`src/rtl/dma_aa_pkg.sv`:
```
package dma_aa_pkg;

  typedef enum logic [1:0] {
    ST_OPCODE = 2'd0,
    ST_IMM    = 2'd1,
    ST_SKIP   = 2'd2,
    ST_WB     = 2'd3
  } aa_state_e;

  typedef enum logic [1:0] {
    CAUSE_NONE   = 2'd0,
    CAUSE_UNDEF  = 2'd1,
    CAUSE_THREAD = 2'd2
  } aa_cause_e;

  typedef struct packed {
    logic legal;
    logic negate;
    logic dst_sel;
  } aa_dec_t;

  // Fixed opcode pattern 0101_n1r0: n = negative form, r = register select
  localparam logic [3:0] OPC_HIGH_NIBBLE = 4'b0101;

endpackage

```
`src/rtl/dma_aa_decode.sv`:
```
module dma_aa_decode
  import dma_aa_pkg::*;
(
  input  logic [7:0] opcode,
  output aa_dec_t    dec
);

  always_comb begin
    dec.legal   = (opcode[7:4] == OPC_HIGH_NIBBLE) && opcode[2] && !opcode[0];
    dec.negate  = opcode[3];
    dec.dst_sel = opcode[1];
  end

endmodule

```
`src/rtl/dma_aa_seq.sv`:
```
module dma_aa_seq
  import dma_aa_pkg::*;
#(
  parameter int BYTE_W = 8,
  parameter int IMM_W  = 16
) (
  input  logic              clk,
  input  logic              rst_n,
  input  logic              in_valid,
  input  logic [BYTE_W-1:0] in_byte,
  output logic              in_ready,
  input  logic              is_manager,
  input  aa_dec_t           dec,
  output logic              wb_en,
  output logic              wb_neg,
  output logic              wb_dst,
  output logic [IMM_W-1:0]  wb_imm,
  output logic              fault,
  output logic [1:0]        fault_cause
);

  localparam int IMM_BYTES = IMM_W / BYTE_W;
  localparam int CNT_W     = (IMM_BYTES > 1) ? $clog2(IMM_BYTES) : 1;
  localparam logic [CNT_W-1:0] CNT_LAST = CNT_W'(IMM_BYTES - 1);

  aa_state_e        state_q, state_d;
  logic [CNT_W-1:0] cnt_q, cnt_d;
  logic             neg_q, neg_d;
  logic             dst_q, dst_d;
  logic             fault_q, fault_d;
  aa_cause_e        cause_q, cause_d;
  logic             take;

  // Next-state logic
  always_comb begin
    state_d  = state_q;
    cnt_d    = cnt_q;
    neg_d    = neg_q;
    dst_d    = dst_q;
    fault_d  = 1'b0;
    cause_d  = CAUSE_NONE;
    in_ready = (state_q != ST_WB);
    take     = in_valid && in_ready;
    case (state_q)
      ST_OPCODE: begin
        if (take) begin
          if (!dec.legal) begin
            fault_d = 1'b1;
            cause_d = CAUSE_UNDEF;
          end else if (is_manager) begin
            fault_d = 1'b1;
            cause_d = CAUSE_THREAD;
            state_d = ST_SKIP;
            cnt_d   = '0;
          end else begin
            neg_d   = dec.negate;
            dst_d   = dec.dst_sel;
            state_d = ST_IMM;
            cnt_d   = '0;
          end
        end
      end
      ST_IMM: begin
        if (take) begin
          if (cnt_q == CNT_LAST) state_d = ST_WB;
          else                   cnt_d   = cnt_q + 1'b1;
        end
      end
      ST_SKIP: begin
        if (take) begin
          if (cnt_q == CNT_LAST) state_d = ST_OPCODE;
          else                   cnt_d   = cnt_q + 1'b1;
        end
      end
      ST_WB:   state_d = ST_OPCODE;
      default: state_d = ST_OPCODE;
    endcase
  end

  // Control registers
  always_ff @(posedge clk or negedge rst_n) begin
    if (!rst_n) begin
      state_q <= ST_OPCODE;
      cnt_q   <= '0;
      neg_q   <= 1'b0;
      dst_q   <= 1'b0;
      fault_q <= 1'b0;
      cause_q <= CAUSE_NONE;
    end else begin
      state_q <= state_d;
      cnt_q   <= cnt_d;
      neg_q   <= neg_d;
      dst_q   <= dst_d;
      fault_q <= fault_d;
      cause_q <= cause_d;
    end
  end

  // One capture lane per immediate byte, low byte first
  for (genvar g = 0; g < IMM_BYTES; g++) begin : g_lane
    logic lane_en;
    assign lane_en = take && (state_q == ST_IMM) && (cnt_q == CNT_W'(g));
    always_ff @(posedge clk or negedge rst_n) begin
      if (!rst_n) begin
        wb_imm[g*BYTE_W +: BYTE_W] <= '0;
      end else if (lane_en) begin
        wb_imm[g*BYTE_W +: BYTE_W] <= in_byte;
      end
    end
  end

  assign wb_en       = (state_q == ST_WB);
  assign wb_neg      = neg_q;
  assign wb_dst      = dst_q;
  assign fault       = fault_q;
  assign fault_cause = cause_q;

endmodule

```
`src/rtl/dma_aa_addr.sv`:
```
module dma_aa_addr #(
  parameter int ADDR_W = 32,
  parameter int IMM_W  = 16
) (
  input  logic              clk,
  input  logic              rst_n,
  input  logic              load_en,
  input  logic [ADDR_W-1:0] load_src,
  input  logic [ADDR_W-1:0] load_dst,
  input  logic              wb_en,
  input  logic              wb_neg,
  input  logic              wb_dst,
  input  logic [IMM_W-1:0]  wb_imm,
  output logic [ADDR_W-1:0] src_q,
  output logic [ADDR_W-1:0] dst_q
);

  localparam int EXT_W = ADDR_W - IMM_W;

  logic [ADDR_W-1:0] operand, base, sum;
  logic [ADDR_W-1:0] src_d, dst_d;
  logic              src_en, dst_en;

  always_comb begin
    operand = {{EXT_W{wb_neg}}, wb_imm};
    base    = wb_dst ? dst_q : src_q;
    sum     = base + operand;
    src_en  = load_en || (wb_en && !wb_dst);
    dst_en  = load_en || (wb_en && wb_dst);
    src_d   = load_en ? load_src : sum;
    dst_d   = load_en ? load_dst : sum;
  end

  always_ff @(posedge clk or negedge rst_n) begin
    if (!rst_n) begin
      src_q <= '0;
      dst_q <= '0;
    end else begin
      if (src_en) src_q <= src_d;
      if (dst_en) dst_q <= dst_d;
    end
  end

endmodule

```
`src/rtl/dma_addr_adjust.sv`:
```
module dma_addr_adjust
  import dma_aa_pkg::*;
#(
  parameter int ADDR_W = 32,
  parameter int IMM_W  = 16,
  parameter int BYTE_W = 8
) (
  input  logic              clk,
  input  logic              rst_n,
  input  logic              in_valid,
  input  logic [BYTE_W-1:0] in_byte,
  output logic              in_ready,
  input  logic              is_manager,
  input  logic              load_en,
  input  logic [ADDR_W-1:0] load_src,
  input  logic [ADDR_W-1:0] load_dst,
  output logic [ADDR_W-1:0] src_addr,
  output logic [ADDR_W-1:0] dst_addr,
  output logic              done,
  output logic              fault,
  output logic [1:0]        fault_cause
);

  aa_dec_t            dec;
  logic               wb_en, wb_neg, wb_dst;
  logic [IMM_W-1:0]   wb_imm;

  dma_aa_decode u_decode (
    .opcode (in_byte[7:0]),
    .dec    (dec)
  );

  dma_aa_seq #(.BYTE_W(BYTE_W), .IMM_W(IMM_W)) u_seq (
    .clk         (clk),
    .rst_n       (rst_n),
    .in_valid    (in_valid),
    .in_byte     (in_byte),
    .in_ready    (in_ready),
    .is_manager  (is_manager),
    .dec         (dec),
    .wb_en       (wb_en),
    .wb_neg      (wb_neg),
    .wb_dst      (wb_dst),
    .wb_imm      (wb_imm),
    .fault       (fault),
    .fault_cause (fault_cause)
  );

  dma_aa_addr #(.ADDR_W(ADDR_W), .IMM_W(IMM_W)) u_addr (
    .clk      (clk),
    .rst_n    (rst_n),
    .load_en  (load_en),
    .load_src (load_src),
    .load_dst (load_dst),
    .wb_en    (wb_en),
    .wb_neg   (wb_neg),
    .wb_dst   (wb_dst),
    .wb_imm   (wb_imm),
    .src_q    (src_addr),
    .dst_q    (dst_addr)
  );

  assign done = wb_en;

endmodule

```
`config.mk`:
```
export PLATFORM = sky130hd
export DESIGN_NAME = dma_addr_adjust
export DESIGN_NICKNAME = d
export VERILOG_FILES = /design/src/rtl/dma_aa_pkg.sv /design/src/rtl/dma_aa_decode.sv /design/src/rtl/dma_aa_seq.sv /design/src/rtl/dma_aa_addr.sv /design/src/rtl/dma_addr_adjust.sv
export SDC_FILE = /design/constraint.sdc
export NUM_CORES = 1
export LEC_CHECK = 0
export ABC_AREA = 1
export BUFFER_PORTS_ARGS = -buffer_cell sky130_fd_sc_hd__buf_2
export CORE_ASPECT_RATIO = 1.2
export CORE_MARGIN = 1
export CORE_UTILIZATION = 60
export CTS_CLUSTER_SIZE = 10
export DETAILED_ROUTE_END_ITERATION = 8
export GPL_TIMING_DRIVEN = 1
export PLACE_DENSITY = 0.93
export RECOVER_POWER = 100
export SYNTH_ARGS = -nofsm -noshare
export SYNTH_HDL_FRONTEND = slang
export SYNTH_HIERARCHICAL = 1
export SYNTH_SLANG_ARGS = --single-unit
```
`constraint.sdc`:
```
create_clock -name clk -period 3.4 [get_ports clk]
set_input_delay 0.51 -clock clk [delete_from_list [all_inputs] [get_ports clk]]
set_output_delay 0.51 -clock clk [all_outputs]
set_load 0.03 [all_outputs]
```
# After elaboration in Yosys (flattened, before gate mapping)
# Cells that the tools add are included.
[classes] bitwise_logic=2 add_sub_neg=2 n_reduce_logical=18 muxes=24 n_eq_ne=12
[op_table] op="32-bit 2-to-1 mux" count=3
[op_table] op="32-bit adder" count=1
[op_table] op="2-bit 2-to-1 mux" count=11
[op_table] op="2-bit by 1-bit != test with 1-bit output (second input constant)" count=7
[op_table] op="1-bit logical AND" count=8
[op_table] op="1-bit 2-to-1 mux" count=8
[op_table] op="2-bit one-hot mux with 4 select lines" count=1
[op_table] op="4-bit AND reduction" count=2
[op_table] op="6-bit AND reduction" count=1
[op_table] op="2-bit == test (second input constant)" count=2
[op_table] op="4-bit by 3-bit == test with 1-bit output (second input constant)" count=1
[op_table] op="2-bit by 1-bit == test with 1-bit output (second input constant)" count=1
[op_table] op="1-bit logical NOT" count=2
[op_table] op="2-bit logical NOT" count=1
[op_table] op="1-bit logical OR" count=2
[op_table] op="2-bit != test (second input constant)" count=1
[op_table] op="1-bit NOT" count=2
[op_table] op="1-bit one-hot mux with 2 select lines" count=1
[op_table] op="2-bit nonzero test" count=1
[op_table] op="2-bit OR reduction" count=1
[op_table] op="1-bit adder (second input constant)" count=1
[totals] out_inout_bits=69 register_bits=88 word_cells=68 input_bits=77

# Longest topological paths before layout
[depth] word_depth=6 ltp_mapped=18 depth_no_buf=16

# Cells and area by module
# Netlist, hierarchy kept.
[by_module_without_submodules] module="dma_aa_addr" area_each_um2=5724.2 seq_area_each_um2=1601.5 n_inst=1 cells_per_inst=948
[by_module_without_submodules] module="dma_aa_seq" area_each_um2=1104.8 seq_area_each_um2=600.6 n_inst=1 cells_per_inst=112
[by_module_without_submodules] module="dma_aa_decode" area_each_um2=43.8 seq_area_each_um2=0.0 n_inst=1 cells_per_inst=9

# Worst setup path after synthesis
# No wires, ideal clock.
[synth_path] path_type="register -> register" start="register u_seq.dst_q (netlist: u_seq/wb_dst)" end="register u_addr.dst_q[20]" n_path_buf=2 arrival_ns=2.171 stages_incl_launch_ff=17 path_slack_ns=1.112 required_ns=3.283 period_less_slack_ns=2.288 setup_ns=0.117 cell_sequence="dfrtp_1 > buf_2 > buf_1 > nand2_1 > nand2_1 > ha_1 > fa_1 > nand3_1 > nand3_1 > nand3_1 > nand3_1 > nand2_1 > nand2_1 > nand2_1 > nand2_1 > nand3_1 > nand2_1"
[synth_via] elab_chain_cells=3 elab_cells_between_ends=5 cone_classes="add/sub (1); mux (2); reduce/logical (2)"
[synth_lines] item="start: declaration" line_no="dma_aa_seq.sv:29" rtl="logic dst_q, dst_d;"
[synth_lines] item="start signal: assignment" line_no="dma_aa_seq.sv:93" rtl="dst_q <= dst_d;"
[synth_lines] item="32-bit 2-to-1 mux" line_no="dma_aa_addr.sv:26" rtl="base = wb_dst ? dst_q : src_q;"
[synth_lines] item="32-bit adder" line_no="dma_aa_addr.sv:27" rtl="sum = base + operand;"
[synth_lines] item="32-bit 2-to-1 mux" line_no="dma_aa_addr.sv:31" rtl="dst_d = load_en ? load_dst : sum;"
[synth_lines] item="end signal: assignment" line_no="dma_aa_addr.sv:40" rtl="if (dst_en) dst_q <= dst_d;"
[synth_lines] item="end: declaration" line_no="dma_aa_addr.sv:15" rtl="output logic [ADDR_W-1:0] dst_q"
# Several ways; a longest one is shown, not always the timed one.
# A chain may end at the register's enable or synchronous reset.

# Worst setup path in the final report
[layout_path] start="register u_seq.dst_q (netlist: u_seq/wb_dst)" end="register u_addr.src_q[10]"
[layout_via] elab_chain_cells=3 elab_cells_between_ends=6 cone_classes="add/sub (1); mux (2); reduce/logical (3)"
[layout_lines] item="32-bit 2-to-1 mux / 1-bit logical NOT (equally long branches)" line_no="dma_aa_addr.sv:26, dma_aa_addr.sv:28"
[layout_lines] item="32-bit adder / 1-bit logical AND (equally long branches)" line_no="dma_aa_addr.sv:27, dma_aa_addr.sv:28"
[layout_lines] item="32-bit 2-to-1 mux / 1-bit logical OR (equally long branches)" line_no="dma_aa_addr.sv:30, dma_aa_addr.sv:28"
[layout_lines] item="end signal: assignment" line_no="dma_aa_addr.sv:39" rtl="if (src_en) src_q <= src_d;"
[layout_lines] item="end: declaration" line_no="dma_aa_addr.sv:14" rtl="output logic [ADDR_W-1:0] src_q,"
# Several ways; a longest one is shown, not always the timed one.

==> flow_metrics.env <==
export IMPL_outcome="finished, violations left"
export IMPL_violations="capacitance limit, slew limit"
export IMPL_post_synth_and_or_nand_nor_area_fraction_pct=34.3
export IMPL_path_clk_slew_ns=0.07
export IMPL_grt_pass1_wl_um=35200
export IMPL_timing_worst_setup_path_type="register to register"
export IMPL_syn_inst=1069
export IMPL_cts_resized=0
export IMPL_std_cell_rows=42
export IMPL_placed_area_sq_mm=0.00765
export IMPL_synthMuxAreaShare_pct=0
export IMPL_crit_arrival_ns=3.18
export IMPL_ctsHoldBuffers=0
export IMPL_tightest_slew_ns=1.98
export IMPL_syn_num_nets=1183
export IMPL_leakage_nw=4.49
export IMPL_synth_compound_area_share_pct=12.9
export IMPL_start_util_pct=62.0
export IMPL_slew_headroom_pct=-32.0
export IMPL_crit_fanout=41
export IMPL_holdWs_ns=0.382
export IMPL_yosysUniqueCellTypes=33
export IMPL_final_max_slew_viol_count=77
export IMPL_synth_edff_count=0
export IMPL_p_seq_share_pct=25.2
export IMPL_peakVddDrop_mv=0.531
export IMPL_layout_min_cycle_time_ns=2.98
export IMPL_ys_ff_latch=88
export IMPL_pwr_share_clk_pct=16.7
export IMPL_hold_class="input port to register"
export IMPL_cts_tree="built"
export IMPL_clock_path_buffers=2
export IMPL_wl_met2_um=10400
export IMPL_clk_latency_ns=0.35
export IMPL_post_cts_buffers=0
export IMPL_ys_top_cells_by_area="dfrtp_1 (32%), nand2_1 (23%), inv_1 (10%), ha_1 (6.6%), nand3_1 (5.3%)"
export IMPL_vias=7523
export IMPL_detail_route_wl_per_cell_um=15.8
export IMPL_drt_first_iter_violations=665
export IMPL_cts_made_buffers=9
export IMPL_max_freq_mhz=335
export IMPL_numPortBuffers=145
export IMPL_rsz0062_at_grt="false"
export IMPL_route_antenna_remaining_nets=0
export IMPL_worstSetupStartpointType="register"
export IMPL_fin_area_sq_mm=0.00780
export IMPL_finalHoldViolCount=0
export IMPL_htree_levels=3
export IMPL_wl_um=21400
export IMPL_cts_sinks=88
export IMPL_yosys_area_share_adder_pct=6.85
export IMPL_dr_wl_met3_um=1730
export IMPL_die_width_um=99.7
export IMPL_cp_data_required_time_ns=3.60
export IMPL_switching_share_pct=52.4
export IMPL_areaGrowthSynthToFinish_pct=13.5
export IMPL_drc_errors=0
export IMPL_fin_crit_sh_pct=87.7
export IMPL_dieArea_sq_mm=0.0119
export IMPL_synth_commonest_cells="nand2_1 (425), inv_1 (183), dfrtp_1 (88)"
export IMPL_tns_ns=0
export IMPL_drive_gt1_share_pct=8.50
export IMPL_nNetsFinal=1311
export IMPL_power_mw=6.87
export IMPL_antenna_found_initial=2
export IMPL_synth_warnings=6
export IMPL_multi_input_area_sq_mm=0.00370
export IMPL_syn_area_sq_mm=0.00687
export IMPL_regArea_sq_mm=0.00220
export IMPL_synth_most_common_cell="nand2_1"
export IMPL_synth_ff_type="dfrtp_1"
export IMPL_overflow=0
export IMPL_clock_skew_ns=0.00498
export IMPL_wl_met1_um=7780
export IMPL_die_h_um=119
export IMPL_internal_power_mw=3.27
export IMPL_endpoint_kind="register"
export IMPL_highest_layer="met4"
export IMPL_synth_top_area_share_pct=32.0
export IMPL_place_hpwl_um=15500
export IMPL_setup_violations=0
export IMPL_gr_usage_all_layers_pct=38.5
export IMPL_synth_xor_area_share_pct=1.02
export IMPL_async_reset_ff_share_pct=100
export IMPL_drt_pass1_iterations=6
export IMPL_synth_top_cell_by_area="dfrtp_1"
export IMPL_gp_congestion=1.02
export IMPL_grt_max_degree=73
export IMPL_coreArea_sq_mm=0.0111
export IMPL_p_per_area_mw_per_mm2=880
export IMPL_synth_top_family_by_area="simple AND/OR/NAND/NOR gates"
export IMPL_root_buffer="clkbuf_16"
export IMPL_comb_power_share_pct=58.1
export IMPL_synth_area_per_cell_sq_um=6.43
export IMPL_ys_seq_area_share_pct=32.0
export IMPL_fillers=1007
export IMPL_io_pin_count=146
export IMPL_grt_pass1_vias=7317
export IMPL_viasPerCell=5.55
export IMPL_cap_violations=2
export IMPL_switching_power_mw=3.60
-- power by group through the flow --
stage | clock network [mW] | registers (mW) | logic [mW]
2_1_floorplan | 0 | 2.17 | 2.40
3_3_place_gp | 0 | 1.72 | 3.89
3_5_place_dp | 0 | 1.72 | 3.97
4_1_cts | 1.15 | 1.71 | 4.04
5_1_grt | 1.19 | 1.77 | 4.40
6_report | 1.14 | 1.73 | 3.99
-- metrics by stage --
step / std cells / utilization (%) / setup WS, ns
floorplan: 1069 / - / 1.11
global placement: 1340 / 69.0 / 0.770
detailed placement: 1340 / 69.0 / 0.776
CTS: 1354 / 72.0 / 0.712
global route: 1356 / 70.4 / 0.141
finish: 1356 / 70.4 / 0.419
-- sequential cells by signal (all words and copies together), names as in the netlist --
signal and flops:
u_seq/fault_cause 2, u_addr/dst_q 32, u_addr/src_q 32, u_seq/cnt_q 1, u_seq/state_q 2, u_seq/wb_imm 16, u_seq/wb_neg 1, u_seq/wb_dst 1
u_seq/fault 1
-- cell type report --
class                      count  share of cell area (%)
antenna                        2                  0.0641
clock buffer                   9                    2.89
clock inverter                 5                    1.36
inverter                     185                    8.90
multi-input combinational    761                    47.4
sequential                    88                    28.2
tap                          154                    2.47
timing repair buffer         152                    8.72
-- cell families after synthesis --
| logic type | after synthesis |
|---|---|
| compound gates | 142 |
| xor+xnor | 8 |
| fa+ha+maj | 37 |
| buf+inv | 220 |
| flops | 88 |
| simple gates | 574 |
-- cell usage in the layout, fill, tap and decap left out, types with 2 or more instances in the layout --
| cell type | count |
|---|---|
| a21oi_1 | 29 |
| a22o_1 | 17 |
| a31oi_1 | 2 |
| buf_2 | 75 |
| buf_4 | 4 |
| bufinv_16 | 3 |
| clkbuf_1 | 72 |
| clkbuf_16 | 9 |
| dfrtp_1 | 88 |
| diode_2 | 2 |
| ha_1 | 36 |
| inv_1 | 183 |
| inv_2 | 2 |
| nand2_1 | 426 |
| nand2_2 | 4 |
| nand3_1 | 76 |
| nand3b_1 | 4 |
| nand4_1 | 9 |
| nor2_1 | 46 |
| nor3_1 | 7 |
| o211ai_1 | 18 |
| o21ai_0 | 65 |
| o21ai_1 | 2 |
| o21bai_1 | 7 |
| xor2_1 | 8 |
-- critical path: stages, from the launching register on --
cell	delay (ns)
dfrtp_1	0.39
inv_1	0.31
nand2_1	0.18
nand2_1	0.11
clkbuf_1	1.33
o21ai_0	0.24
o21bai_1	0.25
-- path summary, 6_finish.rpt --
path,from,end,slack (ns),cells after the start
max,u_seq/wb_dst,u_addr/src_q[10],0.42,6
min,load_dst[7],u_addr/dst_q[7],0.38,3
max reg2reg,u_seq/wb_dst,u_addr/src_q[10],0.42,6
min reg2reg,u_seq/wb_imm[7],u_seq/wb_imm[7],0.51,2
max in group asynchronous,rst_n,u_addr/src_q[20],0.89,2
min in group asynchronous,rst_n,u_addr/dst_q[25],0.70,1
-- per-layer routing --
layer / vias to the layer above / track usage [%]
li1: 3607 / -
met4: 0 / 29.3
met5: - / 0
met1: 3408 / 42.3
met2: 400 / 63.0
met3: 108 / 10.2
Note: power is estimated with default switching activity, not from simulation.
